### config.mk
export PLATFORM = sky130hd
export DESIGN_NAME = tmr16_unit
export DESIGN_NICKNAME = d
export VERILOG_FILES = /design/src/rtl/tmr16_pkg.sv /design/src/rtl/tmr16_counter.sv /design/src/rtl/tmr16_compare.sv /design/src/rtl/tmr16_capture.sv /design/src/rtl/tmr16_unit.sv
export SDC_FILE = /design/constraint.sdc
export NUM_CORES = 1
export LEC_CHECK = 0
export ABC_AREA = 1
export BUFFER_PORTS_ARGS = -buffer_cell sky130_fd_sc_hd__buf_4
export CORE_MARGIN = 2
export CORE_UTILIZATION = 35
export DETAILED_ROUTE_END_ITERATION = 10
export GPL_ROUTABILITY_DRIVEN = 0
export PLACE_DENSITY = 0.56
export SYNTH_ARGS = -nofsm -noshare
export SYNTH_HDL_FRONTEND = slang
export SYNTH_SLANG_ARGS = --single-unit
### constraint.sdc
create_clock -name clk -period 5.8 [get_ports clk]
set_input_delay 1.16 -clock clk [delete_from_list [all_inputs] [get_ports clk]]
set_output_delay 1.16 -clock clk [all_outputs]
set_load 0.01 [all_outputs]
### src/rtl/tmr16_pkg.sv
package tmr16_pkg;
  localparam int CNT_W  = 16;
  localparam int BUS_W  = 8;
  localparam int ADDR_W = 4;
  localparam int NFLAG  = 4;

  localparam logic [ADDR_W-1:0] A_CTLA  = 4'd0;
  localparam logic [ADDR_W-1:0] A_CTLB  = 4'd1;
  localparam logic [ADDR_W-1:0] A_FLAG  = 4'd2;
  localparam logic [ADDR_W-1:0] A_MASK  = 4'd3;
  localparam logic [ADDR_W-1:0] A_CNT_L = 4'd4;
  localparam logic [ADDR_W-1:0] A_CPA_L = 4'd6;
  localparam logic [ADDR_W-1:0] A_CAP_L = 4'd10;
  localparam logic [ADDR_W-1:0] A_LAST  = 4'd11;

  localparam int F_OVF = 0;
  localparam int F_CAP = 3;

  // top of the up-down slope for a resolution code of 1, 2 or 3
  function automatic logic [CNT_W-1:0] pwm_top(input logic [1:0] res);
    return CNT_W'((32'd1 << (32'd7 + 32'(res))) - 32'd1);
  endfunction
endpackage

### src/rtl/tmr16_counter.sv
module tmr16_counter #(
  parameter int W = 16
) (
  input  logic         clk,
  input  logic         rst,
  input  logic         strobe,
  input  logic         pwm_on,
  input  logic [W-1:0] top,
  input  logic         ld,
  input  logic [W-1:0] ld_val,
  output logic [W-1:0] cnt_q,
  output logic         adv,
  output logic [W-1:0] nxt,
  output logic         up_step,
  output logic         top_ld,
  output logic         ovf_evt
);
  logic dn_q, dn_nxt, top_hit, wrap;

  always_comb begin
    adv     = strobe & ~ld;
    nxt     = cnt_q + 1'b1;
    up_step = 1'b1;
    dn_nxt  = dn_q;
    top_hit = 1'b0;
    wrap    = 1'b0;
    if (!pwm_on) begin
      wrap   = &cnt_q;
      dn_nxt = 1'b0;
    end else if (!dn_q) begin
      if (cnt_q >= top) begin
        nxt     = cnt_q - 1'b1;
        up_step = 1'b0;
        dn_nxt  = 1'b1;
      end else begin
        top_hit = (nxt == top);
      end
    end else begin
      if (cnt_q == '0) begin
        dn_nxt = 1'b0;
      end else begin
        nxt     = cnt_q - 1'b1;
        up_step = 1'b0;
        wrap    = (cnt_q == W'(1));
      end
    end
    top_ld  = adv & top_hit;
    ovf_evt = adv & wrap;
  end

  always_ff @(posedge clk) begin
    if (rst) begin
      cnt_q <= '0;
      dn_q  <= 1'b0;
    end else begin
      if (!pwm_on)  dn_q <= 1'b0;
      else if (adv) dn_q <= dn_nxt;
      if (ld)       cnt_q <= ld_val;
      else if (adv) cnt_q <= nxt;
    end
  end
endmodule

### src/rtl/tmr16_compare.sv
module tmr16_compare #(
  parameter int W = 16
) (
  input  logic         clk,
  input  logic         rst,
  input  logic         pwm_on,
  input  logic         wr,
  input  logic [W-1:0] wr_val,
  input  logic         adv,
  input  logic [W-1:0] nxt,
  input  logic         up_step,
  input  logic         top_ld,
  output logic [W-1:0] buf_q,
  output logic         hit,
  output logic         pin_q
);
  logic [W-1:0] act_q;

  assign hit = adv && (nxt == act_q);

  always_ff @(posedge clk) begin
    if (rst) begin
      buf_q <= '0;
      act_q <= '0;
      pin_q <= 1'b0;
    end else begin
      if (top_ld) act_q <= buf_q;
      if (wr) begin
        buf_q <= wr_val;
        if (!pwm_on) act_q <= wr_val;
      end
      if (hit) pin_q <= pwm_on ? ~up_step : ~pin_q;
    end
  end
endmodule

### src/rtl/tmr16_capture.sv
module tmr16_capture #(
  parameter int W    = 16,
  parameter int SYNC = 2
) (
  input  logic         clk,
  input  logic         rst,
  input  logic         pin,
  input  logic         rise_sel,
  input  logic [W-1:0] cnt,
  output logic [W-1:0] cap_q,
  output logic         evt
);
  localparam int SH = SYNC + 1;
  logic [SH-1:0] sh_q;
  logic          cur, prev;

  assign cur  = sh_q[SYNC-1];
  assign prev = sh_q[SYNC];
  assign evt  = rise_sel ? (cur & ~prev) : (~cur & prev);

  always_ff @(posedge clk) begin
    if (rst) begin
      sh_q  <= '0;
      cap_q <= '0;
    end else begin
      sh_q <= {sh_q[SH-2:0], pin};
      if (evt) cap_q <= cnt;
    end
  end
endmodule

### src/rtl/tmr16_unit.sv
module tmr16_unit
  import tmr16_pkg::*;
(
  input  logic              clk,
  input  logic              rst,
  input  logic              cnt_en,
  input  logic [ADDR_W-1:0] bus_addr,
  input  logic              bus_wr,
  input  logic              bus_rd,
  input  logic [BUS_W-1:0]  bus_wdata,
  output logic [BUS_W-1:0]  bus_rdata,
  input  logic              cap_in,
  output logic              cmp_out_a,
  output logic              cmp_out_b,
  output logic [NFLAG-1:0]  irq
);
  localparam int NCMP = 2;
  localparam int HB   = CNT_W - BUS_W;

  logic [1:0]       ctla_q;
  logic             ctlb_q;
  logic [NFLAG-1:0] flag_q, mask_q, flag_clr, flag_set;
  logic [BUS_W-1:0] tmp_q;
  logic [CNT_W-1:0] wr16, cnt_q, nxt, top, cap_q;
  logic             pwm_on, cnt_ld, adv, up_step, top_ld, ovf_evt, cap_evt;
  logic             hi_wr, lo_rd;
  logic [CNT_W-1:0] cmp_buf [NCMP];
  logic [NCMP-1:0]  cmp_hit, cmp_pin;
  logic [CNT_W-1:0] lo_src;

  assign pwm_on = (ctla_q != 2'd0);
  assign top    = pwm_top(ctla_q);
  assign wr16   = {tmp_q[HB-1:0], bus_wdata};
  assign cnt_ld = bus_wr && (bus_addr == A_CNT_L);
  assign hi_wr  = bus_wr && bus_addr[0] && (bus_addr > A_CNT_L) && (bus_addr <= A_LAST);
  assign lo_rd  = bus_rd && !bus_addr[0] && (bus_addr >= A_CNT_L) && (bus_addr <= A_CAP_L);

  tmr16_counter #(.W(CNT_W)) u_cnt (
    .clk(clk), .rst(rst), .strobe(cnt_en), .pwm_on(pwm_on), .top(top),
    .ld(cnt_ld), .ld_val(wr16), .cnt_q(cnt_q), .adv(adv), .nxt(nxt),
    .up_step(up_step), .top_ld(top_ld), .ovf_evt(ovf_evt)
  );

  for (genvar i = 0; i < NCMP; i++) begin : g_cmp
    localparam logic [ADDR_W-1:0] LO = ADDR_W'(32'(A_CPA_L) + 2 * i);
    tmr16_compare #(.W(CNT_W)) u_cmp (
      .clk(clk), .rst(rst), .pwm_on(pwm_on),
      .wr(bus_wr && (bus_addr == LO)), .wr_val(wr16),
      .adv(adv), .nxt(nxt), .up_step(up_step), .top_ld(top_ld),
      .buf_q(cmp_buf[i]), .hit(cmp_hit[i]), .pin_q(cmp_pin[i])
    );
  end

  tmr16_capture #(.W(CNT_W), .SYNC(2)) u_cap (
    .clk(clk), .rst(rst), .pin(cap_in), .rise_sel(ctlb_q), .cnt(cnt_q),
    .cap_q(cap_q), .evt(cap_evt)
  );

  assign cmp_out_a = cmp_pin[0];
  assign cmp_out_b = cmp_pin[1];

  assign flag_set = {cap_evt, cmp_hit, ovf_evt};
  assign flag_clr = (bus_wr && bus_addr == A_FLAG) ? bus_wdata[NFLAG-1:0] : '0;

  always_comb begin
    case (bus_addr)
      A_CNT_L:     lo_src = cnt_q;
      A_CPA_L:     lo_src = cmp_buf[0];
      A_CPA_L + 2: lo_src = cmp_buf[1];
      default:     lo_src = cap_q;
    endcase
  end

  always_ff @(posedge clk) begin
    if (rst) begin
      ctla_q    <= '0;
      ctlb_q    <= 1'b0;
      flag_q    <= '0;
      mask_q    <= '0;
      tmp_q     <= '0;
      bus_rdata <= '0;
      irq       <= '0;
    end else begin
      flag_q <= (flag_q & ~flag_clr) | flag_set;
      irq    <= flag_q & mask_q;
      if (bus_wr && bus_addr == A_CTLA) ctla_q <= bus_wdata[1:0];
      if (bus_wr && bus_addr == A_CTLB) ctlb_q <= bus_wdata[0];
      if (bus_wr && bus_addr == A_MASK) mask_q <= bus_wdata[NFLAG-1:0];
      if (hi_wr)      tmp_q <= bus_wdata;
      else if (lo_rd) tmp_q <= lo_src[CNT_W-1:BUS_W];
      if (bus_rd) begin
        case (bus_addr)
          A_CTLA:  bus_rdata <= BUS_W'(ctla_q);
          A_CTLB:  bus_rdata <= BUS_W'(ctlb_q);
          A_FLAG:  bus_rdata <= BUS_W'(flag_q);
          A_MASK:  bus_rdata <= BUS_W'(mask_q);
          default: bus_rdata <= bus_addr[0] ? tmp_q : lo_src[BUS_W-1:0];
        endcase
      end
    end
  end
endmodule

Word level (Yosys, flattened, before mapping):

Index checks and enable logic that the tools add are counted.

* input port bits: 18
* register bits: 133

* reductions and logical operators: 23
* shift-type cells: 1
* add/subtract/negate cells: 4
* eq/ne operators: 10
* magnitude comparators: 5
* multiplexer cells: 34
* bitwise logic cells: 16

Operator list (number)
* 16-bit 2-to-1 mux: 12
* 16-bit equality test: 3
* 16-bit one-hot mux with 3 select lines: 1
* 8-bit one-hot mux with 4 select lines: 1
* 16-bit by 1-bit subtractor with 16-bit output (second input constant): 2
* 8-bit 2-to-1 mux: 3
* 16-bit by 1-bit adder with 16-bit output (second input constant): 1
* 16-bit by 1-bit equality test with 1-bit output (second input constant): 1
* 16-bit greater-or-equal comparator: 1
* 16-bit zero test: 1
* 1-bit 2-to-1 mux: 16
* 16-bit AND reduction: 1
* 1-bit by 4-bit << shifter with 16-bit output (first input constant): 1
* 1-bit logical AND: 15
* 4-bit bitwise AND: 2
* 4-bit by 2-bit equality test with 1-bit output (second input constant): 2
* 4-bit by 3-bit equality test with 1-bit output (second input constant): 2
* 4-bit less-or-equal comparator (second input constant): 2
* 1-bit NOT: 7
* 2-bit nonzero test: 3
* 1-bit bitwise AND: 5
* 3-bit by 2-bit adder with 4-bit output (first input constant): 1
* 4-bit by 1-bit equality test with 1-bit output (second input constant): 1
* 4-bit equality test (second input constant): 1
* 8 further kinds: 8

Logic depth before layout (Yosys ltp):

* depth after elaboration: 11
* gate-level depth with buffers: 24

By module:

A second synthesis with hierarchy kept.

* cell total of the unflattened synthesis: 1461
* area, all modules: 9176.3 µm²

By module, submodules not included
* tmr16_compare: seq. area each 660.6 µm², instances 2, area an instance 1680.4 µm², cells an instance 258
* tmr16_counter: seq. area each 340.3 µm², instances 1, area an instance 2580.0 µm², cells an instance 443
* tmr16_unit: seq. area each 620.6 µm², instances 1, area an instance 2323.5 µm², cells an instance 384
* tmr16_capture: seq. area each 380.4 µm², instances 1, area an instance 912.1 µm², cells an instance 118

Worst setup path before layout:

Ideal clock, no wire load.

* path kind: input -> register
* start: input bus_wr
* end: register g_cmp[0].u_cmp.act_q[15]
* stages: 13
* data required time: 5744 ps
* slack: 2992 ps
* buffers on the path: 2
* arrival time: 2752 ps
* path through: clkbuf_1 > nand2_1 > nand2_1 > nor3_1 > nand4_1 > nor3_1 > nand4_2 > nor3_4 > buf_6 > nand2_2 > nand2_1 > nand2_1 > inv_1

* longest elaborated chain between the ends: 7
* elaborated cells between the ends (all ways): 8
* those cells by class: mux (3); bitwise (3); reduce/logical (2)

RTL lines
* start, declared: RTL line tmr16_unit.sv:8 `input logic bus_wr,`
* 1-bit logical AND: RTL line tmr16_unit.sv:34 `assign cnt_ld = bus_wr && (bus_addr == A_CNT_L);`
* 1-bit NOT: RTL line tmr16_counter.sv:21 `adv = strobe & ~ld;`
* 1-bit bitwise AND: RTL line tmr16_counter.sv:21
* 1-bit bitwise AND: RTL line tmr16_counter.sv:47 `top_ld = adv & top_hit;`
* 16-bit 2-to-1 mux: RTL line tmr16_compare.sv:27 `if (top_ld) act_q <= buf_q;`
* 16-bit 2-to-1 mux: RTL line tmr16_compare.sv:30 `if (!pwm_on) act_q <= wr_val;`
* 16-bit 2-to-1 mux (*): RTL line tmr16_compare.sv:28 `if (wr) begin`
* end signal, assigned: RTL line tmr16_compare.sv:27
* end signal, assigned: RTL line tmr16_compare.sv:30
* end, declared: RTL line tmr16_compare.sv:17 `logic [W-1:0] act_q;`

Every way passes the cells marked *; elsewhere a longest branch is shown, timed or not.
A chain may end at the register's enable or synchronous reset.

Worst setup path after layout:

* start: register u_cnt.cnt_q[0]
* end: register g_cmp[0].u_cmp.act_q[4]

* longest elaborated chain between the ends: 9
* elaborated cells between the ends (all ways): 10
* those cells by class: add/sub (1); order compare (1); eq/ne (1); mux (6); bitwise (1)

RTL lines
* start, declared: RTL line tmr16_counter.sv:11 `output logic [W-1:0] cnt_q,`
* start signal, assigned: RTL line tmr16_counter.sv:58 `if (ld) cnt_q <= ld_val;`
* start signal, assigned: RTL line tmr16_counter.sv:59 `else if (adv) cnt_q <= nxt;`
* 16-bit by 1-bit adder with 16-bit output: RTL line tmr16_counter.sv:22 `nxt = cnt_q + 1'b1;`
* 16-bit equality test: RTL line tmr16_counter.sv:36 `top_hit = (nxt == top);`
* 1-bit 2-to-1 mux (*): RTL line tmr16_counter.sv:31 `if (cnt_q >= top) begin`
* 1-bit 2-to-1 mux (*): RTL line tmr16_counter.sv:30 `end else if (!dn_q) begin`
* 1-bit 2-to-1 mux (*): RTL line tmr16_counter.sv:27 `if (!pwm_on) begin`
* 1-bit bitwise AND (*): RTL line tmr16_counter.sv:47
* 16-bit 2-to-1 mux (*): RTL line tmr16_compare.sv:27
* 16-bit 2-to-1 mux: RTL line tmr16_compare.sv:30
* 16-bit 2-to-1 mux (*): RTL line tmr16_compare.sv:28

Marked as above.

==> out/results.tsv <==
stage	metric	value	unit
final_layout	syn_to_final_growth	12.39	%
final_layout	insertedDiodeCount	0	
timing	final_max_slew_viol_count	0	
worst_setup_path	start_kind	flop	
synth	ys_warn_count	0	
timing	period_minus_slack	3.934	ns
timing	hold_ws	0.4111	ns
floorplanning	fp.dieW	156.7	um
worst_setup_path	rr_startpoint	u_cnt.cnt_q[0]	
synth	synth_flop_cell	dfxtp_1	
final_layout	multi_input_area	4533	um^2
worst_hold_path	hp-start	u_cap.sh_q[0]	
pwr	clock_power_share	47.3	%
pwr	switching_share	29.12	%
clock_tree	postCtsSetupRepairBufs	0	
drt	wl_per_cell	18.07	um
worst_setup_path	arrival	4.27	ns
worst_setup_path	critPathMaxFanout	32	
timing	tns	0	ns
global_route	grt_pass1_wl	43900	um
timing	grt_setup_unrepaired	false	
synth	synthCells	1247	
global_route	grt_max_degree	69	
floorplanning	die_height	156.7	um
clock_tree	cts-buffers-inserted	17	
pwr	total_power	2.359	mW
outcome	status	finished clean	
global_route	grt_pass1_vias	7378	
clock_tree	cts_tree	yes	
final_layout	fin_util	40.26	%
global_route	busiest_layer	met2	
timing	relSlewSlack	22.85	%
final_layout	drive_gt1_share	11.24	%
worst_setup_path	end_kind	flop	
global_route	global_route.usage.met1	34.08	%
timing	finClkSkew	0.01195	ns
timing	fmaxAchievable	254.2	MHz
worst_setup_path	reg2reg_to	g_cmp[0].u_cmp.act_q[4]	
run	cap_violations	0	
timing	setup_viol	0	
clock_tree	cts_sinks	133	
synth	synth_top_area_share	32.63	%
clock_tree	cts_buffer_depth	2	
worst_setup_path	r2r_cells	14	
global_route	grt.total_usage	23.73	%
synth	synth.top_cells.by_count	327 x nand2_1, 166 x inv_1, 133 x dfxtp_1	
global_route	antenna_found_initial	0	
final_layout	design_area	9170	um^2
clock_tree	hold_buffers	0	
synth	syn_area_per_cell	6.543	um^2
clock_tree	clkSlewWorstSetupHoldPaths	0.07	ns
drt	viasPerCell	5.198	
synth	seq_area_frac_synth	32.63	%
synth	synth_top_area_cell	dfxtp_1	
placed_design	place_inst	1553	
synth	synth.area.top_cells	dfxtp_1 33%, nand2_1 15%, inv_1 7.6%, a21oi_1 6.0%, nand3_1 5.2%	
floorplanning	start_util	35.82	%
drt	drc	0	
global_route	use_met3	3.600	%
synth	yosysMostFrequentCell	nand2_1	
final_layout	fillCellCount	2445	
placed_design	placed_area	8571	um^2
drt	dr.pass1.iters	5	
floorplanning	num_rows	55	
timing	final_hold_viol_count	0	
pwr	p_int	1.672	mW
pwr	combPwrFrac	11.3	%
worst_setup_path	timing_worst_setup_path_type	flop to flop	
pwr	power.switching	687.0	uW
pwr	seq_power_share	41.4	%
drt	vias	8239	
placed_design	io_buffers	31	
clock_tree	ctsResizeCount	0	
worst_setup_path	r2r_setup_slack	1.87	ns
floorplanning	die-area	24550	um^2
final_layout	final_cell_count_no_fill	1585	
pwr	power_density	257.2	nW/um^2
worst_hold_path	min_path_type	flop to flop	
floorplanning	io_pins	32	
synth	ys_types	44	
global_route	grtUsageMet2	36.04	%
drt	routed_wl	28640	um
synth	ys_ff_latch	133	
worst_hold_path	min_delay_path_depth	2	
clock_tree	clock_latency	0.44	ns
clock_tree	clock-root-buffer	clkbuf_16	
pwr	p_leak	4.244	nW
drt	drt_iter0_markers	869	
final_layout	nets	1296	
synth	synthArstFlopShare	0	%
drt	ant_nets	0	
placed_design	dp_hpwl	20740	um
synth	synth_edf_count	0	
timing	worst_slew_pin_slew	1.154	ns
placed_design	dpl_worst_slack	1.799	ns
clock_tree	htreeDepth	4	
timing	final.period_utilization	67.82	%
worst_hold_path	worstHoldEndpoint	u_cap.sh_q[1]	
synth	synthesis.area	8159	um^2
timing	worst_slack	1.866	ns
floorplanning	core_area	22780	um^2
final_layout	seq_area	2663	um^2
global_route	gr-total-overflow	0	
worst_setup_path	cp_data_required_time	6.14	ns
pwr	ir_worst_vdd	0.2116	mV
how the worst max path moves through the flow:
stage,from,endpoint,slack [ns],cells past startpoint
after floorplan,bus_wr,g_cmp[0].u_cmp.act_q[15],2.99,13
after global placement,u_cnt.cnt_q[0],g_cmp[1].u_cmp.act_q[3],1.82,14
after detailed placement,bus_addr[0],g_cmp[1].u_cmp.act_q[2],1.80,17
after CTS,u_cnt.cnt_q[0],g_cmp[0].u_cmp.act_q[4],1.83,14
after global routing,u_cnt.cnt_q[0],g_cmp[0].u_cmp.act_q[5],1.57,14
final,u_cnt.cnt_q[0],g_cmp[0].u_cmp.act_q[4],1.87,14
kinds of logic after synthesis:
kind of cell,Yosys count,share of synthesized area [%]
other,2,0.09204
adders and majority gates,19,2.914
DFF,133,32.63
buffers and inverters,234,12.18
xor gates and xnor gates,26,2.791
and+or+nand+nor,573,30.70
AOI/OAI and AO/OA,260,18.69
worst max-delay path, cell delays in order, from the launching register on:
cell and delay (ns):
dfxtp_1 0.60, ha_1 0.30, nand3_1 0.18, nor3_2 0.31, nand2_2 0.13, nor2_2 0.14
nand2_1 0.10, xor2_1 0.29, nand2_1 0.10, nor3_1 0.28, nand3_2 0.80, a21oi_1 0.40
nand2_1 0.07, nand2_1 0.06, inv_1 0.04
registers in the layout, summed over array words and instances, names as in the netlist, 3 cells and up:
name               flops
bus_rdata              8
u_cap.sh_q             3
flag_q                 4
irq                    4
tmp_q                  8
g_cmp.u_cmp.buf_q     32
u_cnt.cnt_q           16
g_cmp.u_cmp.act_q     32
u_cap.cap_q           16
mask_q                 4
layout make-up:
cell class	instances	area share (%)
repair buffers	43	3.520
multi-input cells	888	49.43
clock buffers	17	4.639
flip-flops and latches	133	29.04
inverters	176	7.204
clock inverters	15	1.897
well taps	313	4.271
metal layers:
| metal | share of wire, % | routed length, um |
|---|---|---|
| met5 | 0 | 0 |
| met4 | 2.5 | 710 |
| met3 | 7.1 | 2020 |
| met2 | 43 | 12350 |
| met1 | 47 | 13560 |
layout by cell type (no fill, tap or decap), types with 3 or more instances in the layout:
cell type	n
nor2_2	5
o221ai_1	10
inv_2	8
nor3_1	15
dfxtp_1	133
a31oi_1	28
nand2_2	17
conb_1	10
a21oi_2	20
a21oi_1	98
clkbuf_16	17
nand3_2	3
nand3b_1	14
o211ai_1	6
clkinvlp_4	4
nand4_1	6
nor3_2	3
a221oi_1	3
xor2_1	25
clkinv_4	6
o21ai_0	70
buf_4	43
nand3_1	85
o22ai_1	18
ha_1	19
inv_1	166
nor2_1	89
nand2_1	327
power by group through the flow:
stage	clock, mW	sequential, mW	combinational (mW)
after floorplan	0	0.981	0.178
after global placement	0	0.995	0.263
after detailed placement	0	0.995	0.262
after CTS	1.12	0.975	0.264
after global routing	1.17	0.978	0.295
final	1.12	0.976	0.267
No activity file was read; power rests on OpenSTA's default activity.
